[config.mk]
export PLATFORM = sky130hd
export DESIGN_NAME = lmask_ctrl
export DESIGN_NICKNAME = d
export VERILOG_FILES = /design/src/rtl/lmask_pkg.sv /design/src/rtl/lmask_width.sv /design/src/rtl/lmask_stack.sv /design/src/rtl/lmask_divcnt.sv /design/src/rtl/lmask_ctrl.sv
export SDC_FILE = /design/constraint.sdc
export NUM_CORES = 1
export LEC_CHECK = 0
export ABC_AREA = 1
export BUFFER_PORTS_ARGS = -buffer_cell sky130_fd_sc_hd__buf_2
export CORE_AREA = 4 4 162 164
export CTS_CLUSTER_SIZE = 30
export DETAILED_ROUTE_END_ITERATION = 10
export DIE_AREA = 0 0 166 168
export PLACE_DENSITY_LB_ADDON = 0.2
export SLEW_MARGIN = 20
export SYNTH_ARGS = -nofsm -noshare
export SYNTH_HDL_FRONTEND = slang
export SYNTH_SLANG_ARGS = --single-unit
[constraint.sdc]
create_clock -name clk -period 3.85 [get_ports clk]
set_clock_uncertainty 0.1 [all_clocks]
set_input_delay 0 -clock clk [delete_from_list [all_inputs] [get_ports clk]]
set_output_delay 0 -clock clk [all_outputs]
set_load 0.01 [all_outputs]
[src/rtl/lmask_pkg.sv]
package lmask_pkg;
    typedef enum logic [1:0] {
        OP_PLAIN = 2'd0,
        OP_IF    = 2'd1,
        OP_ELSE  = 2'd2,
        OP_ENDIF = 2'd3
    } op_e;

    typedef enum logic {
        ST_RUN   = 1'b0,
        ST_FAULT = 1'b1
    } st_e;
endpackage

[src/rtl/lmask_width.sv]
module lmask_width #(
    parameter int LANES = 32,
    parameter int WL_W  = 3
) (
    input  logic [WL_W-1:0]  wl,
    output logic [LANES-1:0] wm
);
    localparam int MAXL = $clog2(LANES);

    // One enable per lane: full width when wl reaches log2(LANES)
    for (genvar i = 0; i < LANES; i++) begin : g_lane
        assign wm[i] = (32'(wl) >= MAXL) ? 1'b1 : (i < (32'd1 << wl));
    end
endmodule

[src/rtl/lmask_stack.sv]
module lmask_stack #(
    parameter int W     = 32,
    parameter int DEPTH = 8
) (
    input  logic         clk,
    input  logic         rst_n,
    input  logic         push,
    input  logic         pop,
    input  logic [W-1:0] din,
    output logic [W-1:0] top,
    output logic         empty,
    output logic         full
);
    localparam int AW = $clog2(DEPTH);
    localparam int PW = $clog2(DEPTH + 1);

    logic [W-1:0]  mem [DEPTH];
    logic [PW-1:0] ptr;
    logic [PW-1:0] ptr_m1;

    assign ptr_m1 = ptr - PW'(1);
    assign empty  = (ptr == '0);
    assign full   = (ptr == PW'(DEPTH));
    assign top    = empty ? '0 : mem[ptr_m1[AW-1:0]];

    always_ff @(posedge clk) begin
        if (!rst_n)
            ptr <= '0;
        else if (push && !full)
            ptr <= ptr + PW'(1);
        else if (pop && !empty)
            ptr <= ptr_m1;
    end

    always_ff @(posedge clk) begin
        if (push && !full)
            mem[ptr[AW-1:0]] <= din;
    end

    AST_STACK_BOUND: assert property (@(posedge clk) disable iff (!rst_n)
        32'(ptr) <= DEPTH);
    AST_POP_SHRINKS: assert property (@(posedge clk) disable iff (!rst_n)
        (pop && !push && !empty) |=> (ptr == $past(ptr) - PW'(1)));
endmodule

[src/rtl/lmask_divcnt.sv]
module lmask_divcnt #(
    parameter int W = 16
) (
    input  logic         clk,
    input  logic         rst_n,
    input  logic         inc,
    output logic [W-1:0] cnt
);
    always_ff @(posedge clk) begin
        if (!rst_n)
            cnt <= '0;
        else if (inc && (cnt != '1))
            cnt <= cnt + W'(1);
    end

    AST_CNT_HOLD: assert property (@(posedge clk) disable iff (!rst_n)
        !inc |=> $stable(cnt));
    AST_CNT_STEP: assert property (@(posedge clk) disable iff (!rst_n)
        (inc && (cnt != '1)) |=> (cnt == $past(cnt) + W'(1)));
endmodule

[src/rtl/lmask_ctrl.sv]
module lmask_ctrl
    import lmask_pkg::*;
#(
    parameter int HALF  = 16,
    parameter int DEPTH = 8,
    parameter int CNT_W = 16
) (
    input  logic                           clk,
    input  logic                           rst_n,
    input  logic                           issue_valid,
    input  logic [1:0]                     op,
    input  logic [$clog2($clog2(2*HALF)+1)-1:0] width_log2,
    input  logic [2*HALF-1:0]              cond,
    output logic [HALF-1:0]                act_lo,
    output logic [HALF-1:0]                act_hi,
    output logic                           skip,
    output logic                           br_skip,
    output logic [1:0]                     eng_idle,
    output logic                           fault,
    output logic [CNT_W-1:0]               div_count
);
    localparam int LANES = 2 * HALF;
    localparam int WL_W  = $clog2($clog2(LANES) + 1);

    st_e              state_q, state_d;
    op_e              op_i;
    logic [LANES-1:0] mask_q, mask_d;
    logic [LANES-1:0] wm, eff, act_all, top;
    logic             stk_empty, stk_full, push, pop, cnt_inc;

    assign op_i = op_e'(op);

    lmask_width #(.LANES(LANES), .WL_W(WL_W)) i_width (
        .wl (width_log2),
        .wm (wm)
    );

    lmask_stack #(.W(LANES), .DEPTH(DEPTH)) i_stack (
        .clk   (clk),
        .rst_n (rst_n),
        .push  (push),
        .pop   (pop),
        .din   (mask_q),
        .top   (top),
        .empty (stk_empty),
        .full  (stk_full)
    );

    lmask_divcnt #(.W(CNT_W)) i_cnt (
        .clk   (clk),
        .rst_n (rst_n),
        .inc   (cnt_inc),
        .cnt   (div_count)
    );

    assign eff = mask_q & wm;

    // State register (FAULT_TO_RUN only through reset)
    always_ff @(posedge clk) begin
        if (!rst_n) begin
            state_q <= ST_RUN;
            mask_q  <= '1;
        end else begin
            state_q <= state_d;
            mask_q  <= mask_d;
        end
    end

    // Next state, mask update and outputs
    always_comb begin
        state_d = state_q;
        mask_d  = mask_q;
        push    = 1'b0;
        pop     = 1'b0;
        cnt_inc = 1'b0;
        act_all = '0;
        br_skip = 1'b0;
        unique case (state_q)
            ST_RUN: begin
                act_all = eff;
                if (issue_valid) begin
                    cnt_inc = (eff != wm);
                    unique case (op_i)
                        OP_PLAIN: ;
                        OP_IF: begin
                            br_skip = ~|(mask_q & cond & wm);
                            if (stk_full) begin
                                state_d = ST_FAULT;      // RUN_TO_FAULT
                            end else begin
                                push   = 1'b1;
                                mask_d = mask_q & cond;
                            end
                        end
                        OP_ELSE: begin
                            if (!stk_empty) begin
                                br_skip = ~|(top & ~mask_q & wm);
                                mask_d  = top & ~mask_q;
                            end
                        end
                        OP_ENDIF: begin
                            if (!stk_empty) begin
                                pop    = 1'b1;
                                mask_d = top;
                            end
                        end
                        default: ;
                    endcase
                end
            end
            ST_FAULT: begin
                act_all = '0;
            end
            default: ;
        endcase
    end

    assign act_lo      = act_all[HALF-1:0];
    assign act_hi      = act_all[LANES-1:HALF];
    assign skip        = ~|act_all;
    assign eng_idle[0] = ~|act_lo;
    assign eng_idle[1] = ~|act_hi;
    assign fault       = (state_q == ST_FAULT);

    AST_FAULT_STICKY: assert property (@(posedge clk) disable iff (!rst_n)
        fault |=> fault);
    AST_FAULT_FROZEN: assert property (@(posedge clk) disable iff (!rst_n)
        fault |=> ($stable(mask_q) && $stable(div_count)));
    AST_IDLE_ON_SKIP: assert property (@(posedge clk) disable iff (!rst_n)
        skip |-> (eng_idle == 2'b11));
    AST_ONE_LANE: assert property (@(posedge clk) disable iff (!rst_n)
        (width_log2 == '0) |-> ((act_hi == '0) && (act_lo[HALF-1:1] == '0)));
    AST_HOLD_IDLE: assert property (@(posedge clk) disable iff (!rst_n)
        !issue_valid |=> ($stable(mask_q) && $stable(div_count)));
    AST_BRSKIP_SRC: assert property (@(posedge clk) disable iff (!rst_n)
        br_skip |-> (issue_valid && (op == 2'd1 || op == 2'd2)));
endmodule

# Word level (Yosys, flattened, before mapping)
# Memory sizes are Yosys's and may differ from the RTL's.
# Cells that the tools add are included.
# Widths: inputs -> output; s select.
[op_classes] mux=60 bitwise=7 n_addsub=3 eq_ne=9 order_cmp=33 n_reduce_logical=19 n_shift=1
[ops] op="$lt 5x32->1 const A" count=16
[ops] op="$lt 4x32->1 const A" count=8
[ops] op="$and 32x32->32" count=5
[ops] op="$lt 3x32->1 const A" count=4
[ops] op="$mux 32" count=4
[ops] op="$pmux 32 s3" count=1
[ops] op="$reduce_or 32->1" count=3
[ops] op="$lt 1x32->1 const A" count=2
[ops] op="$lt 2x32->1 const A" count=2
[ops] op="$pmux 32 s2" count=1
[ops] op="$mux 1" count=51
[ops] op="$ne 32x32->1" count=1
[ops] op="$not 32->32" count=1
[ops] op="$reduce_or 16->1" count=2
[ops] op="$shl 1x3->32 const A" count=1
[ops] op="$add 16x1->16 const B" count=1
[ops] op="$ne 16x16->1 const B" count=1
[ops] op="$mux 4" count=2
[ops] op="$logic_not 1->1" count=7
[ops] op="$ne 2x2->1 const B" count=3
[ops] op="$reduce_and 6->1" count=1
[ops] op="$add 4x1->4 const B" count=1
[ops] op="$eq 2x2->1 const B" count=2
[ops] op="$eq 4x4->1 const B" count=1
[ops] op="9 further kinds" count=11
[word_totals] elab_cells=137 output_inout_bits=53 ramBits=256 ff_bits=53 inputBits=40 n_memories=1
[memory_table] name="i_stack.mem" words=8 width=32 rd=1 rd_ports_with_merged_regs=0 wr=1 line="lmask_stack.sv:17" source="logic [W-1:0] mem [DEPTH];"

# Depth between registers and ports, before layout
# Gate-level depths: netlist of run 1.
# An unclocked memory read counts as a cell.
[logic_depth] ltp_word=11 depth_mapped=18 depth_no_buf=15

# Hierarchy
# From an unflattened synthesis of run 1, not the netlist that was laid out.
[hier_totals] cells_unflattened=1516 hier_area_um2=14604.0
[modules_own_cells] mod="lmask_stack" seq_area_each_um2=7767.4 area_each_um2=10388.7 cells_per_inst=817 instances=1
[modules_own_cells] mod="lmask_ctrl" seq_area_each_um2=660.6 area_each_um2=3020.4 cells_per_inst=510 instances=1
[modules_own_cells] mod="lmask_divcnt" seq_area_each_um2=320.3 area_each_um2=996.0 cells_per_inst=149 instances=1
[modules_own_cells] mod="lmask_width" seq_area_each_um2=0.0 area_each_um2=198.9 cells_per_inst=40 instances=1

# Least setup slack after synthesis of run 1
# No wires, ideal clock.
[synth_timing] kind="register -> register" from="register i_stack.ptr[0]" to="register i_stack.ptr[3]" path_buffers=3 required_time_ns=3.631 slack_ns=0.383 arrival_ns=3.248 stages_incl_launch_ff=15 cell_sequence="dfxtp_1 > buf_6 > inv_4 > buf_8 > buf_6 > ha_1 > nand3_1 > nand3_2 > inv_1 > nand2_1 > nor2_1 > a31o_2 > nand2_1 > o21ai_1 > a21oi_1"
[synth_between] elab_chain_len=7 elab_cells_between_ends=19 cone_classes="add/sub (2); eq/ne (1); mux (10); reduce/logical (6)"
[synth_rtl] element="start: declaration" line="lmask_stack.sv:18" source="logic [PW-1:0] ptr;"
[synth_rtl] element="start signal: assignment" line="lmask_stack.sv:30" source="ptr <= ptr + PW'(1);"
[synth_rtl] element="start signal: assignment" line="lmask_stack.sv:32" source="ptr <= ptr_m1;"
[synth_rtl] element="$eq 4x4->1 or $logic_not 4->1 (tied branches)" line="lmask_stack.sv:23, lmask_stack.sv:22"
[synth_rtl] element="$mux 1 (on tied branches)" line="lmask_ctrl.sv:87, lmask_ctrl.sv:101"
[synth_rtl] element="$mux 1" line="lmask_ctrl.sv:83" source="unique case (op_i)"
[synth_rtl] element="$mux 1" line="lmask_ctrl.sv:81" source="if (issue_valid) begin"
[synth_rtl] element="$mux 1" line="lmask_ctrl.sv:78" source="unique case (state_q)"
[synth_rtl] element="$logic_and 1x1->1 (on tied branches)" line="lmask_stack.sv:29, lmask_stack.sv:31"
[synth_rtl] element="$mux 4 or $reduce_bool 2->1 (tied branches)"
# Several ways; a longest one is shown, not always the timed one. The select of a mux whose other input is x is not followed.
# A chain may end at the register's enable or synchronous reset.

# Worst setup path after layout of run 1
[layout_timing] from="register i_stack.ptr[1]" to="output br_skip"
[layout_between] elab_chain_len=11 elab_cells_between_ends=12 cone_classes="add/sub (1); mux (5); bitwise (2); reduce/logical (3); memory (1)"
[layout_rtl] element="$sub 4x1->4" line="lmask_stack.sv:21" source="assign ptr_m1 = ptr - PW'(1);"
[layout_rtl] element="$mem_v2 8x32"
[layout_rtl] element="$mux 32" line="lmask_stack.sv:24" source="assign top = empty ? '0 : mem[ptr_m1[AW-1:0]];"
[layout_rtl] element="$and 32x32->32 (2 in series)" line="lmask_ctrl.sv:96" source="br_skip = ~|(top & ~mask_q & wm);"
[layout_rtl] element="$reduce_or 32->1" line="lmask_ctrl.sv:96"
[layout_rtl] element="$logic_not 1->1" line="lmask_ctrl.sv:96"
[layout_rtl] element="$mux 1 *" line="lmask_ctrl.sv:95" source="if (!stk_empty) begin"
[layout_rtl] element="$pmux 1 s2 *" line="lmask_ctrl.sv:83"
[layout_rtl] element="$mux 1 *" line="lmask_ctrl.sv:81"
[layout_rtl] element="$mux 1 *" line="lmask_ctrl.sv:78"
[layout_rtl] element="end: declaration" line="lmask_ctrl.sv:17" source="output logic br_skip,"
# Mark *: on every way between the ends. The rest lies on a longest branch, timed or not.

==> results.md, run 1 <==
* ANT nets after route at 0
* Clk sinks at 309
* Reg-to-Reg End: mask_q[15]
* Total gr overflow at 0
* Row count at 58
* Worst setup SP type: flip-flop
* Gpl congestion at 0.901
* Commonest non-fill, non-tap cell in the layout: nand2_1
* HP Class: input pin to flip-flop
* Die X at 166 um
* Via density at 5.65
* Port Buffers at 92
* Avg Inst Size Synth at 8.81 um2
* Synth Register Bits at 309
* CP arrival at 3.47 ns
* Number of flops mapped to enable cells by yosys at 256
* Crit path kind: flip-flop to primary output
* Final setup fails at 0
* Crit path max fanout at 18
* Async SR Flop Fraction at 0
* Initial core utilization at 0.603
* Max VDD drop at 0.000406 V
* Hold_sp: op[0]
* Most frequent cells in the layout: 615 x nand2_1, 256 x edfxtp_1, 197 x inv_1
* Top FF cell, synth: edfxtp_1
* CTS H-tree depth at 2
* Worst-Margin Slew at 1.18 ns
* Post-Route WL at 40900 um
* Reg2Reg Setup Slack at 0.42 ns
* Sequential area share after synthesis at 0.583
* Die ar. at 0.0279 mm2
* DIE HEIGHT at 168 um
* Total CTS buffers at 34
* Max-slew violations at 0
* Syn. warnings at 0
* Worst-path cell chain: inv_1 -> ha_1 -> xnor2_4 -> inv_2 -> buf_4 -> nand3_1 -> nand4_1 -> nand3_1 -> nor2_1 -> nand2_1 -> nor2_1 -> nand2_1 -> a21oi_1 -> buf_2
* GR Util All Layers at 0.288
* Cell variety after synth at 39
* Post-route setup TNS at 0 ns
* DP Cell Count at 2068
* Fmax at 280 MHz
* Final period util at 0.928
* Largest net degree at the start of global routing at 133
* Hold Path Stages at 5
* Post-route insts no fill at 2190
* Global-route wire length before repair at 63700 um
* Cells after Synth at 1704
* Fraction of post-synthesis cell area in the top cell type by area at 0.512
* Antenna cells at 0
* Unrepaired setup endpoints after global routing: false
* Status: finished clean
* IO Count at 93
* Layout cells sized above 1 at 0.108
* WL/cell at 18.7 um
* Reg clk slew, reported paths at 0.06 ns
* DP HPWL at 24000 um
* Vias in the first global route at 11800
* Top cells by area, synth: edfxtp_1 51%, nand2_1 15%, dfxtp_1 7.1%, inv_1 4.9%, nand3_1 4.2%
* Slew HR at 0.216
* DR iter-0 viols at 1247
* Via count at 12400
* Leakage at 7.60 nW
* Layout Nets at 1883
* Final Core Density at 0.704
* Leading area contributor after synthesis: edfxtp_1
* DRC viols at 0
* Slowest cell on the critical path: dfxtp_1
* CTS tree: done
* Area Overhead vs Synth at 16.7%
* Crit Reg-Reg Startpoint: i_stack.ptr[1]
* Max Cap Viol at 0
* Final Critical Period at 3.57 ns
* R2r worst-path depth at 10
* Core outline area at 0.0249 mm2
* Net Count, Synth at 1752
* CP required at 3.75 ns
* Post-Syn Area at 0.0150 mm2
* Clock Tree Buf Depth at 3
* Min-Delay Endpoint: i_stack.ptr[2]
* Pwr dens at 483 mW/mm2
* Worst setup EP type: primary output
* Hold Violations, Final at 0
* Pre-antenna DRT Iters at 5
* Crit path largest cell delay at 0.40 ns
* Antenna violations before repair at 0
* Root Buffer: clkbuf_16
* Worst-skew pair later-pin latency at 0.51 ns
## critical path, delay by kind of cell (launching register included)
family | cells | cell delay (ns)
buffers and inverters | 4 | 1.00
xor gates and xnor gates | 1 | 0.15
AOI/OAI and AO/OA | 1 | 0.25
DFF | 1 | 0.40
adders and majority gates | 1 | 0.26
and+or+nand+nor | 7 | 0.91
## metrics by stage
stage	setup slack [ns]	hold WS [ns]	instance area, um2	power, W
detailed placement	0.785	0.197	15800	0.00511
CTS	0.241	0.123	17500	0.00847
finish	0.278	0.143	17500	0.00847
global route	0.110	0.163	17500	0.00879
global placement	0.810	0.197	15800	0.00509
floorplan	0.383	0.0427	15000	0.00473
## cell type report
class	instances	area, um2
flip-flops and latches	309	8750
fillers	1898	7370
multi-input cells	1105	5090
repair buffers	181	1360
clock buffers	49	948
inverters	204	768
well taps	330	413
clock inverters	12	194
## repair_timing
action | CTS | global route
hold endpoints to repair | 48 | 0
hold buffers | 61 | 0
buffers inserted | 0 | 0
gates resized for setup | 0 | 1
endpoints found under the setup margin | 0 | 1
## state kept, by name, indices dropped and copies added, names as in the netlist
signal,count
i_stack.mem,256
mask_q,32
i_cnt.cnt,16
i_stack.ptr,4
fault,1
## routing by layer
layer | global-route usage | routed length [um] | up-vias | part of all wire
li1 | - | - | 5873 | -
met1 | 0.381 | 16300 | 5766 | 0.40
met2 | 0.481 | 19300 | 625 | 0.47
met3 | 0.0437 | 3550 | 119 | 0.087
met4 | 0.117 | 1700 | 0 | 0.042
met5 | 0 | 0 | - | 0
## cell usage after synthesis, drive strengths merged, types with 34 or more instances
cell type  count
clkbuf        34
nor2          67
inv          204
o21ai         67
nor3          44
nand3        128
nand4         54
nand2        616
dfxtp         53
edfxtp       256
a21oi         85
buf           52
## cells by family after synthesis
family | count (synthesis) | synth area share
buf+inv | 290 | 0.0848
simple gates | 924 | 0.261
flops | 309 | 0.583
compound gates | 158 | 0.0553
fa+ha+maj | 8 | 0.00667
xor+xnor | 15 | 0.0100
## worst max-delay path by stage
| stage | startpoint | end | depth (start not counted) |
|---|---|---|---|
| after floorplan | i_stack.ptr[0] | i_stack.ptr[3] | 14 |
| after global placement | i_stack.ptr[1] | br_skip | 16 |
| after detailed placement | i_stack.ptr[1] | br_skip | 16 |
| after CTS | i_stack.ptr[1] | br_skip | 16 |
| after global routing | i_stack.ptr[1] | br_skip | 14 |
| final | i_stack.ptr[1] | br_skip | 14 |
## report_power, final
group / leakage [nW] / switching, W / internal, W / total (W)
logic: 4.36 / 0.000872 / 0.000408 / 0.00128
clock network: 0.554 / 0.00126 / 0.00205 / 0.00331
registers: 2.68 / 0.000133 / 0.00374 / 0.00387
total: 7.60 / 0.00227 / 0.00620 / 0.00847
(Power assumes the default switching activity.)
==> run 2: changes to the inputs <==
--- a/config.mk
+++ b/config.mk
@@ -7,10 +7,11 @@
 export LEC_CHECK = 0
 export ABC_AREA = 1
 export BUFFER_PORTS_ARGS = -buffer_cell sky130_fd_sc_hd__buf_2
-export CORE_AREA = 4 4 162 164
+export CORE_AREA = 4 4 237 239
 export CTS_CLUSTER_SIZE = 30
 export DETAILED_ROUTE_END_ITERATION = 10
-export DIE_AREA = 0 0 166 168
+export DIE_AREA = 0 0 241 243
+export GPL_TIMING_DRIVEN = 0
 export PLACE_DENSITY_LB_ADDON = 0.2
 export SLEW_MARGIN = 20
 export SYNTH_ARGS = -nofsm -noshare
==> run 2 against run 1 <==
  * Flip-flop and latch count unchanged
  * Largest power group unchanged
  * Combinational power increased by 19%
  * Count of clock-buffer cells in the layout increased by 11
  * Total power increased by 5.5%
  * Critical path depth increased by 4
  * Largest cell class unchanged
  * Utilization decreased by 36 points
==> results.md, run 2 (synthesis results as in run 1) <==
* Global-route wire length before repair at 80300 um (+26%)
* Clock Tree Buf Depth at 3 (unchanged)
* Fmax at 269 MHz (-4.0%)
* Commonest non-fill, non-tap cell in the layout: nand2_1
* Initial core utilization at 0.279 (-0.324)
* Hold Violations, Final at 0 (unchanged)
* Crit path top cell by count: nand2_1
* Most frequent cells in the layout: 614 x nand2_1, 256 x edfxtp_1, 198 x inv_1
* Final Critical Period at 3.72 ns (+0.151 ns)
* Post-Route WL at 55400 um (+35%)
* Largest net degree at the start of global routing at 18 (-86%)
* GR Util All Layers at 0.184 (-0.103)
* DRC viols at 0 (unchanged)
* Max Cap Viol at 0 (unchanged)
* Gpl congestion at 0.920 (+2.1%)
* Total CTS buffers at 38 (+12%)
* Leakage at 7.89 nW (+3.9%)
* Pwr dens at 484 mW/mm2 (+0.11%)
* Worst-path cell chain: buf_6 -> inv_4 -> buf_8 -> buf_6 -> ha_1 -> xnor2_4 -> inv_4 -> buf_6 -> nand2_1 -> nand2_1 -> nand4_1 -> nand2_1 -> nor2_1 -> nand2_1 -> nor2_2 -> nand2_1 -> a21oi_4 -> buf_2
* Post-route insts no fill at 2614 (+19%)
* R2r worst-path depth at 11 (+1)
* FF+latch area at 0.00875 mm2 (about the same)
* Die X at 241 um (+45%)
* WP buf/inv at 7 (+3)
* DR iter-0 viols at 1154 (-7.5%)
* Largest register FFs at 256 (unchanged)
* Worst-Margin Slew at 1.03 ns (-0.148 ns)
* CP arrival at 3.62 ns (+0.15 ns)
* CP required at 3.75 ns (about the same)
* Layout Nets at 1937 (+2.9%)
* WL/cell at 21.2 um (+13%)
* Pre-antenna DRT Iters at 6 (+1)
* Delay-heaviest family, CP: buffers and inverters
* Antenna cells at 0 (unchanged)
* Footprint of the multi-input gates at 0.00509 mm2 (about the same)
* Layout cells sized above 1 at 0.132 (+0.0244)
* Unrepaired setup endpoints after global routing: false
* DIE HEIGHT at 243 um (+45%)
* Reg clk slew, reported paths at 0.06 ns (about the same)
* DP Cell Count at 2506 (+21%)
* Fillcell total at 5568 (+190%)
* Clk sinks at 309 (unchanged)
* HP Class: input pin to flip-flop
* CTS H-tree depth at 2 (unchanged)
* Final Cell Area at 0.0185 mm2 (+5.4%)
* CTS tree: done
* DP HPWL at 38800 um (+61%)
* Final Core Density at 0.343 (-0.361)
* Worst-skew pair later-pin latency at 0.56 ns (+0.05 ns)
* Final period util at 0.967 (+0.0391)
* Hold Path Stages at 5 (unchanged)
* Crit path max fanout at 11 (-7)
* Port Buffers at 92 (unchanged)
* Core outline area at 0.0538 mm2 (+120%)
* Final setup fails at 0 (unchanged)
* Post-DP Area at 0.0168 mm2 (+6.4%)
* Status: finished clean
* Worst setup EP type: primary output
* Slowest cell on the critical path: xnor2_4
* Worst setup SP type: flip-flop
* Via density at 4.86 (-14%)
* Crit path largest cell delay at 0.40 ns (about the same)
* Slew HR at 0.315 (+0.0995)
* Max-slew violations at 0 (unchanged)
* Antenna violations before repair at 3 (+3)
* CP Depth at 18 (+4)
* Via count at 12700 (+2.5%)
* Total gr overflow at 0 (unchanged)
* Crit path kind: flip-flop to primary output
* Max VDD drop at 0.000238 V (-41%)
* Area Overhead vs Synth at 22.9%
* Die ar. at 0.0586 mm2 (+110%)
* ANT nets after route at 0 (unchanged)
* IO Count at 93 (unchanged)
* Root Buffer: clkbuf_16
* Row count at 85 (+47%)
* Vias in the first global route at 12000 (+2.2%)
run 2: changes by cell type in the layout (fill, tap and decap cells not counted), sizes merged:
cell	delta
clkbuf	+45
clkinvlp	+3
clkinv	-1
buf	+42
inv	-1
dlygate4sd3	-26
bufinv	-4
run 2: power by group:
part	switching (W)	leakage (nW)	internal, W	total, W
clock	0.00140	0.585	0.00211	0.00351
sequential	0.000159	2.68	0.00374	0.00390
combinational	0.00108	4.63	0.000448	0.00152
run 2: area by class of cell:
cell class                 count  area share
sequential                   309       0.474
timing repair buffer         145      0.0652
buffer                        86      0.0302
tap                          696      0.0472
clock buffer                  60      0.0621
inverter                     204      0.0417
multi-input combinational   1105       0.276
clock inverter                 9     0.00400
run 2: per-stage QoR:
stage,TNS [ns],setup WS [ns],power [W],hold WS (ns)
detailed placement,0,0.198,0.00541,0.178
global route,0,0.00563,0.00927,0.123
finish,0,0.128,0.00893,0.0883
global placement,-394.39,-1.68,0.00538,0.168
CTS,0,0.000540,0.00896,0.0638
floorplan,0,0.383,0.00473,0.0427
run 2: timing repair:
| item | 4_1_cts | 5_1_grt |
|---|---|---|
| pin swaps | 0 | 3 |
| resized for setup | 18 | 24 |
| buffers inserted | 0 | 4 |
| endpoints found under the setup margin | 1 | 1 |
| hold endpoints to repair | 41 | 0 |
| hold buffers | 35 | 0 |
run 2: worst reg2reg max path, delay by kind of cell (launching register included):
family                     cells  cell delay [ns]
DFF                            1             0.37
and+or+nand+nor                4             1.27
adders and majority gates      1             0.18
buffers and inverters          6             0.91
run 2: metal layers:
layer / up-vias / share of wire / wire, um / track usage
met4: 6 / 0.027 / 1480 / 0.0552
met3: 98 / 0.078 / 4300 / 0.0322
met2: 516 / 0.45 / 25000 / 0.290
met1: 6063 / 0.44 / 24600 / 0.260
li1: 6013 / - / - / -
met5: - / 0.00063 / 35 / 0
run 2: final timing paths:
kind	from	end	slack, ns
max reg2reg	i_stack.ptr[0]	i_stack.mem[5][10]	0.71
max	i_stack.ptr[0]	br_skip	0.13
min reg2reg	i_cnt.cnt[4]	i_cnt.cnt[4]	0.39
min	op[0]	i_stack.ptr[0]	0.09
